**config.mk**
```make
export PLATFORM = sky130hd
export DESIGN_NAME = conv_queue_arb
export DESIGN_NICKNAME = d
export VERILOG_FILES = /design/src/rtl/cqa_pkg.sv /design/src/rtl/cqa_trig.sv /design/src/rtl/cqa_prio.sv /design/src/rtl/cqa_stream.sv /design/src/rtl/conv_queue_arb.sv
export SDC_FILE = /design/constraint.sdc
export NUM_CORES = 1
export LEC_CHECK = 0
export BUFFER_PORTS_ARGS = -buffer_cell sky130_fd_sc_hd__buf_2
export CAP_MARGIN = 30
export CORE_MARGIN = 10
export CORE_UTILIZATION = 52
export DETAILED_ROUTE_END_ITERATION = 10
export MAX_ROUTING_LAYER = met4
export PLACE_DENSITY = 0.74
export SKIP_CTS_REPAIR_TIMING = 1
export SYNTH_ARGS = -nofsm -noshare
export SYNTH_HDL_FRONTEND = slang
export SYNTH_HIERARCHICAL = 1
export SYNTH_SLANG_ARGS = --single-unit
```
**constraint.sdc**
```tcl
create_clock -name clk -period 6.02 [get_ports clk]
set_input_delay 0.903 -clock clk [delete_from_list [all_inputs] [get_ports clk]]
set_output_delay 0.903 -clock clk [all_outputs]
set_load 0.005 [all_outputs]
```
**src/rtl/cqa_pkg.sv**
```systemverilog
// Shared types for the conversion queue arbiter.
package cqa_pkg;
    // Arbiter sequencing states
    typedef enum logic [1:0] {
        ST_IDLE = 2'd0,   // converter free, choosing a queue
        ST_BUSY = 2'd1,   // conversion in flight
        ST_PRE  = 2'd2    // urgent queue pre-empt slot
    } arb_state_e;
endpackage

```
**src/rtl/cqa_trig.sv**
```systemverilog
// Trigger front end: selects per queue between a software pulse and a
// rising edge of a hardware trigger line.
// Assumes hw_trig is already synchronous to clk.
module cqa_trig #(
    parameter int NQ = 4
) (
    input  logic          clk,
    input  logic          rst_n,
    input  logic [NQ-1:0] trig_sel,
    input  logic [NQ-1:0] sw_trig,
    input  logic [NQ-1:0] hw_trig,
    output logic [NQ-1:0] arm_pulse
);
    logic [NQ-1:0] hw_prev;

    // Remember last hardware level for edge detection
    always_ff @(posedge clk) begin
        if (!rst_n) hw_prev <= '0;
        else        hw_prev <= hw_trig;
    end

    // Per-queue source selection
    generate
        for (genvar g = 0; g < NQ; g++) begin : g_sel
            assign arm_pulse[g] = trig_sel[g] ? (hw_trig[g] & ~hw_prev[g])
                                              : sw_trig[g];
        end
    endgenerate
endmodule

```
**src/rtl/cqa_prio.sv**
```systemverilog
// Fixed-priority picker: lowest requesting index wins.
// Assumes NQ >= 2.
module cqa_prio #(
    parameter int NQ = 4,
    parameter int QW = $clog2(NQ)
) (
    input  logic [NQ-1:0] req,
    output logic          any,
    output logic [QW-1:0] idx
);
    // Scan from the top so the lowest index is assigned last
    always_comb begin
        any = |req;
        idx = '0;
        for (int i = NQ - 1; i >= 0; i--) begin
            if (req[i]) idx = QW'(i);
        end
    end
endmodule

```
**src/rtl/cqa_stream.sv**
```systemverilog
// Streaming replay for the urgent queue: captures the channels of the
// first pass of a group and replays them for the remaining passes.
// Assumes a group holds at most GRP_MAX commands; any excess is not kept.
module cqa_stream #(
    parameter int CH_W    = 6,
    parameter int RPT_W   = 8,
    parameter int GRP_MAX = 8
) (
    input  logic             clk,
    input  logic             rst_n,
    input  logic             load,
    input  logic [RPT_W-1:0] rpt_in,
    input  logic             done,
    input  logic [CH_W-1:0]  done_chan,
    input  logic             done_eog,
    output logic             rp_mode,
    output logic [CH_W-1:0]  rp_chan,
    output logic             rp_eog,
    output logic             last_pass
);
    localparam int AW = $clog2(GRP_MAX);
    localparam int CW = AW + 1;

    logic [CH_W-1:0]  grp_buf [GRP_MAX];
    logic [CW-1:0]    wr_cnt;
    logic [CW-1:0]    grp_len;
    logic [AW-1:0]    rp_idx;
    logic [RPT_W-1:0] passes;
    logic             room;

    assign room = wr_cnt < CW'(GRP_MAX);

    // Capture channels completed during the first pass
    always_ff @(posedge clk) begin
        if (done && !rp_mode && room) grp_buf[wr_cnt[AW-1:0]] <= done_chan;
    end

    // Pass counting and replay pointer
    always_ff @(posedge clk) begin
        if (!rst_n) begin
            rp_mode <= 1'b0;
            wr_cnt  <= '0;
            grp_len <= '0;
            rp_idx  <= '0;
            passes  <= '0;
        end else if (load) begin
            rp_mode <= 1'b0;
            wr_cnt  <= '0;
            rp_idx  <= '0;
            passes  <= rpt_in;
        end else if (done) begin
            if (!rp_mode && room) wr_cnt <= wr_cnt + 1'b1;
            if (done_eog) begin
                if (passes != '0) begin
                    passes  <= passes - 1'b1;
                    rp_mode <= 1'b1;
                    rp_idx  <= '0;
                    if (!rp_mode) grp_len <= room ? wr_cnt + 1'b1 : wr_cnt;
                end else begin
                    rp_mode <= 1'b0;
                    wr_cnt  <= '0;
                end
            end else if (rp_mode) begin
                rp_idx <= rp_idx + 1'b1;
            end
        end
    end

    assign rp_chan   = grp_buf[rp_idx];
    assign rp_eog    = ({1'b0, rp_idx} == grp_len - 1'b1);
    assign last_pass = (passes == '0);
endmodule

```
**src/rtl/conv_queue_arb.sv**
```systemverilog
// Conversion queue arbiter: grants one converter to NQ command queues by
// fixed priority. Queue 0 pre-empts with a fixed two-cycle start latency
// and may stream. Group splits raise a per-queue coherency interrupt.
// Assumes sources hold their head command until cmd_ready, and that
// cmd_valid[0] is set when queue 0 is triggered.
module conv_queue_arb
    import cqa_pkg::*;
#(
    parameter int NQ      = 4,
    parameter int CH_W    = 6,
    parameter int RPT_W   = 8,
    parameter int GRP_MAX = 8,
    localparam int QW     = $clog2(NQ)
) (
    input  logic             clk,
    input  logic             rst_n,
    input  logic [NQ-1:0]    trig_sel,
    input  logic [NQ-1:0]    sw_trig,
    input  logic [NQ-1:0]    hw_trig,
    input  logic [RPT_W-1:0] q0_repeat,
    input  logic [NQ-1:0]    cmd_valid,
    input  logic [NQ*CH_W-1:0] cmd_chan,
    input  logic [NQ-1:0]    cmd_eog,
    output logic [NQ-1:0]    cmd_ready,
    output logic             conv_start,
    output logic             conv_abort,
    output logic [CH_W-1:0]  conv_chan,
    output logic [QW-1:0]    conv_qid,
    input  logic             conv_done,
    output logic [NQ-1:0]    coh_irq
);
    arb_state_e      state;
    logic [NQ-1:0]   arm_pulse, armed, req, mid, brk, fin_grp, brk_evt;
    logic [CH_W-1:0] src_chan [NQ];
    logic [NQ-1:0]   src_eog;
    logic [QW-1:0]   cur_q, win, launch_q;
    logic            cur_eog, cur_rep, any_req;
    logic            trig0, done_now, launch, abort_evt;
    logic            rp_mode, rp_eog, last_pass;
    logic [CH_W-1:0] rp_chan;

    cqa_trig #(.NQ(NQ)) u_trig (
        .clk(clk), .rst_n(rst_n), .trig_sel(trig_sel),
        .sw_trig(sw_trig), .hw_trig(hw_trig), .arm_pulse(arm_pulse)
    );

    cqa_prio #(.NQ(NQ), .QW(QW)) u_prio (
        .req(req), .any(any_req), .idx(win)
    );

    cqa_stream #(.CH_W(CH_W), .RPT_W(RPT_W), .GRP_MAX(GRP_MAX)) u_stream (
        .clk(clk), .rst_n(rst_n), .load(trig0), .rpt_in(q0_repeat),
        .done(done_now && cur_q == '0), .done_chan(conv_chan),
        .done_eog(cur_eog), .rp_mode(rp_mode), .rp_chan(rp_chan),
        .rp_eog(rp_eog), .last_pass(last_pass)
    );

    assign trig0     = arm_pulse[0] & ~armed[0];
    assign done_now  = (state == ST_BUSY) && conv_done;
    assign abort_evt = (state == ST_BUSY) && trig0 && !conv_done;
    assign launch    = ((state == ST_IDLE) && !trig0 && any_req)
                     || ((state == ST_PRE) && req[0]);
    assign launch_q  = (state == ST_PRE) ? '0 : win;

    // Per-queue command view, pop, group finish and split detection
    generate
        for (genvar g = 0; g < NQ; g++) begin : g_q
            if (g == 0) begin : g_urgent
                assign src_chan[g] = rp_mode ? rp_chan : cmd_chan[CH_W-1:0];
                assign src_eog[g]  = rp_mode ? rp_eog : cmd_eog[0];
                assign req[g]      = armed[0] & (rp_mode | cmd_valid[0]);
                assign fin_grp[g]  = done_now && cur_q == '0 && cur_eog && last_pass;
            end else begin : g_norm
                assign src_chan[g] = cmd_chan[g*CH_W +: CH_W];
                assign src_eog[g]  = cmd_eog[g];
                assign req[g]      = armed[g] & cmd_valid[g];
                assign fin_grp[g]  = done_now && cur_q == QW'(g) && cur_eog;
            end
            assign cmd_ready[g] = done_now && cur_q == QW'(g) && !cur_rep;
            assign brk_evt[g]   = (launch && launch_q != QW'(g) && mid[g])
                                || (abort_evt && cur_q == QW'(g));
        end
    endgenerate

    // Arm on an accepted trigger, disarm on the last group completion
    always_ff @(posedge clk) begin
        if (!rst_n) armed <= '0;
        else        armed <= (armed & ~fin_grp) | (arm_pulse & ~armed);
    end

    // Sequencer: launch, wait for done, pre-empt for queue 0
    always_ff @(posedge clk) begin
        if (!rst_n) begin
            state      <= ST_IDLE;
            conv_start <= 1'b0;
            conv_abort <= 1'b0;
            conv_chan  <= '0;
            conv_qid   <= '0;
            cur_q      <= '0;
            cur_eog    <= 1'b0;
            cur_rep    <= 1'b0;
        end else begin
            conv_start <= 1'b0;
            conv_abort <= 1'b0;
            if (launch) begin
                conv_start <= 1'b1;
                conv_qid   <= launch_q;
                conv_chan  <= src_chan[launch_q];
                cur_q      <= launch_q;
                cur_eog    <= src_eog[launch_q];
                cur_rep    <= (launch_q == '0) && rp_mode;
                state      <= ST_BUSY;
            end else begin
                case (state)
                    ST_IDLE: if (trig0) state <= ST_PRE;
                    ST_BUSY: begin
                        if (trig0) begin
                            conv_abort <= !conv_done;
                            state      <= ST_PRE;
                        end else if (conv_done) begin
                            state <= ST_IDLE;
                        end
                    end
                    default: state <= ST_IDLE;
                endcase
            end
        end
    end

    // Group coherency tracking and interrupt pulses
    always_ff @(posedge clk) begin
        if (!rst_n) begin
            mid     <= '0;
            brk     <= '0;
            coh_irq <= '0;
        end else begin
            for (int q = 0; q < NQ; q++) begin
                if (done_now && cur_q == QW'(q)) begin
                    mid[q] <= !cur_eog;
                    if (cur_eog) brk[q] <= 1'b0;
                end
                if (brk_evt[q]) brk[q] <= 1'b1;
                coh_irq[q] <= brk_evt[q] & ~brk[q];
            end
        end
    end
endmodule

```
======== Yosys cells after proc, flatten, opt, wreduce, memory -nomap -nowiden ========
Memories as Yosys holds them, arrays and structs flattened. A register that Yosys moved wholly into a read port is not among the register bits.
Cells that the tools add are included.
W data, S select, Z words.
word-level totals
  register bits ........................... 54
  bits in latches ......................... 0
  bits in writable memories ............... 48
  ROM bits ................................ 0
  input bits .............................. 55
  logic and storage cells ................. 203
  memories kept ........................... 1
cells by class
  add/subtract/negate cells ............... 4
  multiply operators ...................... 0
  divide/modulo/power cells ............... 0
  $lt $le $gt $ge ......................... 3
  equality and inequality tests ........... 14
  shifts and indexed selects .............. 0
  mux-type cells .......................... 47
  bitwise logic cells ..................... 33
  reductions and logical operators ........ 77
memories
  memory            words  bits a word  rd ports  clocked after memory_dff  wr ports  RTL line          RTL
  u_stream.grp_buf  8      6            1         1                         1         cqa_stream.sv:24  logic [CH_W-1:0] grp_buf [GRP_MAX];
operator list
  operator               number
  $logic_and A1 B1 Y1    35
  $mux W8                4
  $reduce_bool A2 Y1     13
  $mux W1                20
  $mux W6                3
  $mux W2                8
  $mux W4                4
  $mux W3                5
  $reduce_and A2 Y1      7
  $and A1 B1 Y1          13
  $not A1 Y1             13
  $bmux W6 S2            1
  $and A4 B4 Y4          2
  $logic_not A8 Y1       1
  $not A4 Y4             2
  $reduce_bool A8 Y1     1
  $reduce_or A4 Y1       2
  $sub A8 B1 Y8 const B  1
  $eq A2 B2 Y1 const B   3
  $logic_not A2 Y1       3
  $ne A2 B2 Y1 const B   3
  $ne A3 B3 Y1 const B   2
  $reduce_and A3 Y1      2
  $logic_not A1 Y1       5
  18 further kinds       25

======== Depth between registers and ports, before layout ========
  depth in word-level cells ............... 13
  gate-level depth with buffers ........... 10

======== By module ========
The synthesis kept the hierarchy.
modules (own cells, without submodules)
  module          times used  cells an instance  area an instance (um^2)
  cqa_stream      1           221                3100.5
  conv_queue_arb  1           172                1520.2
  cqa_trig        1           20                 170.2
  cqa_prio        1           7                  35.0

======== Worst setup path before layout ========
OpenSTA, ideal clock, no wires.
  path kind ............................... input to register
  start point ............................. input conv_done
  end point ............................... memory u_stream.grp_buf[0][0] (enable)
  library setup time ...................... 377 ps
  arrival time ............................ 2561 ps
  required time ........................... 5643 ps
  path slack .............................. 3082 ps
  stages on the path ...................... 6
  buffers on the path ..................... 1
  path through ............................ nand3b_1 nor3_1 buf_2 nor3b_1 nand2b_1 nor3_1
between the ends
  longest elaborated chain between the ends .. 6
ends and longest elaborated chain
  element                           RTL line              RTL
  from (decl)                       conv_queue_arb.sv:29  input logic conv_done,
  $logic_and A1 B1 Y1               conv_queue_arb.sv:59  assign done_now = (state == ST_BUSY) && conv_done;
  $logic_and A1 B1 Y1               conv_queue_arb.sv:53  .done(done_now && cur_q == '0), .done_chan(conv_chan),
  $logic_and A1 B1 Y1 (2 in a row)  cqa_stream.sv:35      if (done && !rp_mode && room) grp_buf[wr_cnt[AW-1:0]] <= done_chan;
  $mux W1                           cqa_stream.sv:35
  $mux W1 (not written as such)     cqa_stream.sv:35
  to (decl)                         cqa_stream.sv:24
Every way passes these cells.

======== Worst setup path after layout ========
  start point ............................. input conv_done
  end point ............................... memory u_stream.grp_buf[1][4] (enable)
Same word-level chain as after synthesis.

==> results by group <==
Run status
  • Outcome: complete, no violations

Synthesis
  • Synth cell types: 64
  • Post-Syn Area: 4830 um2
  • Seq cells post-synth: 105
  • Synth Net Count: 481
  • Synth warn: 6
  • Seq/Total Area, Yosys: 53.5%
  • Syn Inst Count: 420
  • Synth Area per Inst: 11.5 um2
  • Synth async-reset ratio: 0%
  • Dominant synthesized flop cell: dfxtp_1
  • Number of synthesized flops with an enable pin: 48

GRT
  • Pin count of the biggest net entering global routing: 31
  • Vias in the first global route: 3430
  • Met1 Resource Use GR: 22.5%
  • Gr usage total: 17.0%
  • Met2 usage: 25.7%
  • Global-route wire length before repair: 17600 um
  • Initial antenna violation count: 0
  • Grt peak-use layer: met2
  • Met3 Use GR: 3.65%
  • Gr ovfl total: 0

Setup path
  • CP arrival: 3060 ps
  • WP buf/inv: 2
  • Worst path depth: 7
  • Worst-path cell chain: buf_2 -> nand3b_1 -> nor3_1 -> buf_4 -> nor3b_1 -> nand2_1 -> nor3_1
  • Worst path most repeated cell: nor3_1
  • Worst Setup Start Kind: primary input
  • Worst path max stage delay: 670 ps
  • CP Capture Type: register
  • WS Path Type: in2reg
  • Slowest CP cell: nor3_1
  • CP required: 6020 ps
  • Crit-path max FO: 11
  • CP top delay family: simple AND/OR/NAND/NOR gates
  • R2R cell count: 7

Die
  • Cell row count: 35
  • Die area: 13500 um2
  • Initial Util: 52.7%
  • IO Pins: 73
  • Core Area: 9150 um2
  • Die Ht: 116 um
  • Die W: 116 um

Timing
  • Max frequency: 327 MHz
  • Final min period: 3060 ps
  • Period utilization: 50.8%
  • RSZ-0062 raised after global routing: false
  • Final total negative setup slack: 0 ps
  • Final hold viol count: 0
  • Clk_skew: 20.1 ps
  • Final setup vio count: 0
  • Slew @ Worst Pin: 875 ps
  • Max Slew Vio Count: 0
  • Worst rel slew slack: 41.6%

Route
  • DR pass1 iterations: 5
  • Routed vias/inst: 5.88
  • Total routed wirelength: 11200 um
  • Via count: 3542
  • Drt initial violations: 233
  • Routed Antenna Nets: 0
  • Residual DRC count: 0
  • Wire length per cell: 18.6 um

CTS
  • CTS Buf Count: 9
  • CTS clk-pin slew, worst paths: 110 ps
  • Worst skew pair latency: 370 ps
  • CTS tree: built
  • CTS sink cnt: 105
  • H-tree depth: 3
  • Clk root buf: clkbuf_8
  • Clk buf depth: 2

Layout
  • Fin util: 59.4%
  • Area Growth Syn to Fin: 12.7%
  • Register area: 2580 um2
  • Nets: 547
  • Filler cells: 717
  • N_diodes: 0
  • Post-Layout Inst Area: 5440 um2
  • Fraction of layout cells with a size suffix above 1: 26.1%
  • Multi-input logic area: 2080 um2

Worst hold path
  • Hold Crit Depth: 1
  • Worst min path class: reg2reg

Placement
  • GPL Wtd Cong: 0.954
  • Port buffer count: 72
  • Post-Place Cell Area: 5250 um2
  • HPWL after DPL: 8050 um

Flow run
  • Max Cap Violations: 0

Power
  • Leakage: 1.98 nW
  • Worst VDD drop: 0.133 mV
  • Power Density: 257 nW/um2
[flip-flops by register name (all words and copies together), names as in the netlist, named ones only]
name and count:
coh_irq 4, mid 4, conv_abort 1, u_stream/rp_mode 1, u_stream/rp_idx 3, cur_q 2
armed 4, conv_start 1, cur_rep 1, state 2, u_trig/hw_prev 4, u_stream/grp_buf 48
cur_eog 1, brk 4, u_stream/passes 8, u_stream/grp_len 4, u_stream/wr_cnt 4, conv_chan 6
[worst paths after layout]
kind,start,end,slack (ps)
worst min-delay path,brk[2],coh_irq[2],440
worst max register to register,u_stream/rp_mode,coh_irq[1],3050
worst max-delay path,conv_done,u_stream/grp_buf[1][4],2960
worst min register to register,brk[2],coh_irq[2],440
[final cells by class]
cell class | instances | share of cell area [%]
Sequential cell | 105 | 47.5
Inverter | 21 | 1.45
Timing Repair Buffer | 73 | 6.76
Clock inverter | 7 | 1.20
Tap cell | 111 | 2.55
Multi-Input combinational cell | 276 | 38.3
Clock buffer | 9 | 2.28
[per-stage QoR]
stage	hold slack (ps)	power, mW	worst slack [ps]	cells
floorplan	399	0.936	3080	420
global placement	415	0.992	2820	586
detailed placement	413	0.997	2660	586
CTS	437	1.40	3030	602
global route	463	1.45	2840	602
finish	437	1.40	2960	602
[power breakdown]
part	internal (mW)	leakage, nW	total [mW]	switching, mW
sequential	0.777	0.908	0.814	0.0374
clock	0.159	0.0934	0.413	0.254
combinational	0.0730	0.979	0.168	0.0950
total	1.01	1.98	1.40	0.386
[logic make-up after synthesis]
family | synth area share, %
xor gates and xnor gates | 1.82
DFF | 53.5
and+or+nand+nor | 15.5
muxes | 11.2
adders and majority gates | 1.56
AOI/OAI and AO/OA | 13.1
buffers and inverters | 3.37
[cells in the mapped netlist, types with 2 or more instances]
cell | count | area (um2)
dfxtp_1 | 57 | 1140
nand2_1 | 28 | 105
xnor2_1 | 8 | 70.1
a21oi_1 | 14 | 70.1
xor2_1 | 2 | 17.5
nor2b_1 | 3 | 18.8
nand3_1 | 10 | 50.1
o211a_1 | 4 | 40.0
clkbuf_1 | 11 | 41.3
nor3_1 | 15 | 75.1
mux2_2 | 7 | 78.8
or3_1 | 2 | 12.5
ha_1 | 6 | 75.1
and3_1 | 2 | 12.5
o21ai_1 | 5 | 25.0
nand3b_1 | 7 | 52.6
o22a_1 | 7 | 61.3
a311oi_1 | 4 | 35.0
inv_1 | 21 | 78.8
o21ai_0 | 23 | 115
a31oi_1 | 12 | 75.1
a211oi_1 | 3 | 22.5
a211oi_2 | 2 | 25.0
nand4_1 | 2 | 12.5
nand2b_1 | 10 | 62.6
and2_1 | 8 | 50.1
nor2_1 | 29 | 109
nor3b_1 | 2 | 15.0
edfxtp_1 | 48 | 1440
buf_2 | 4 | 20.0
or2_2 | 2 | 12.5
mux2i_1 | 19 | 190
mux4_2 | 12 | 270
[layer usage]
| layer | share of wire (%) | routed length (um) | vias up |
|---|---|---|---|
| li1 | - | - | 1682 |
| met1 | 44 | 4960 | 1730 |
| met2 | 48 | 5340 | 120 |
| met3 | 6.9 | 766 | 10 |
| met4 | 0.98 | 110 | 0 |
| met5 | 0 | 0 | - |
[cells in the final DEF, fill, tap and decap left out, types with 5 or more instances in the layout]
| cell | instances |
|---|---|
| mux2_2 | 7 |
| mux4_2 | 12 |
| nand3_1 | 10 |
| a31oi_1 | 12 |
| a21oi_1 | 14 |
| nand2_1 | 28 |
| inv_1 | 21 |
| o21ai_0 | 23 |
| o21ai_1 | 5 |
| and2_1 | 8 |
| clkbuf_8 | 9 |
| dfxtp_1 | 57 |
| ha_1 | 6 |
| nand3b_1 | 7 |
| nor3_1 | 15 |
| nor2_1 | 29 |
| nand2b_1 | 10 |
| buf_2 | 72 |
| xnor2_1 | 8 |
| mux2i_1 | 19 |
| o22a_1 | 7 |
| edfxtp_1 | 48 |
Power figures use the tool's default switching activity.
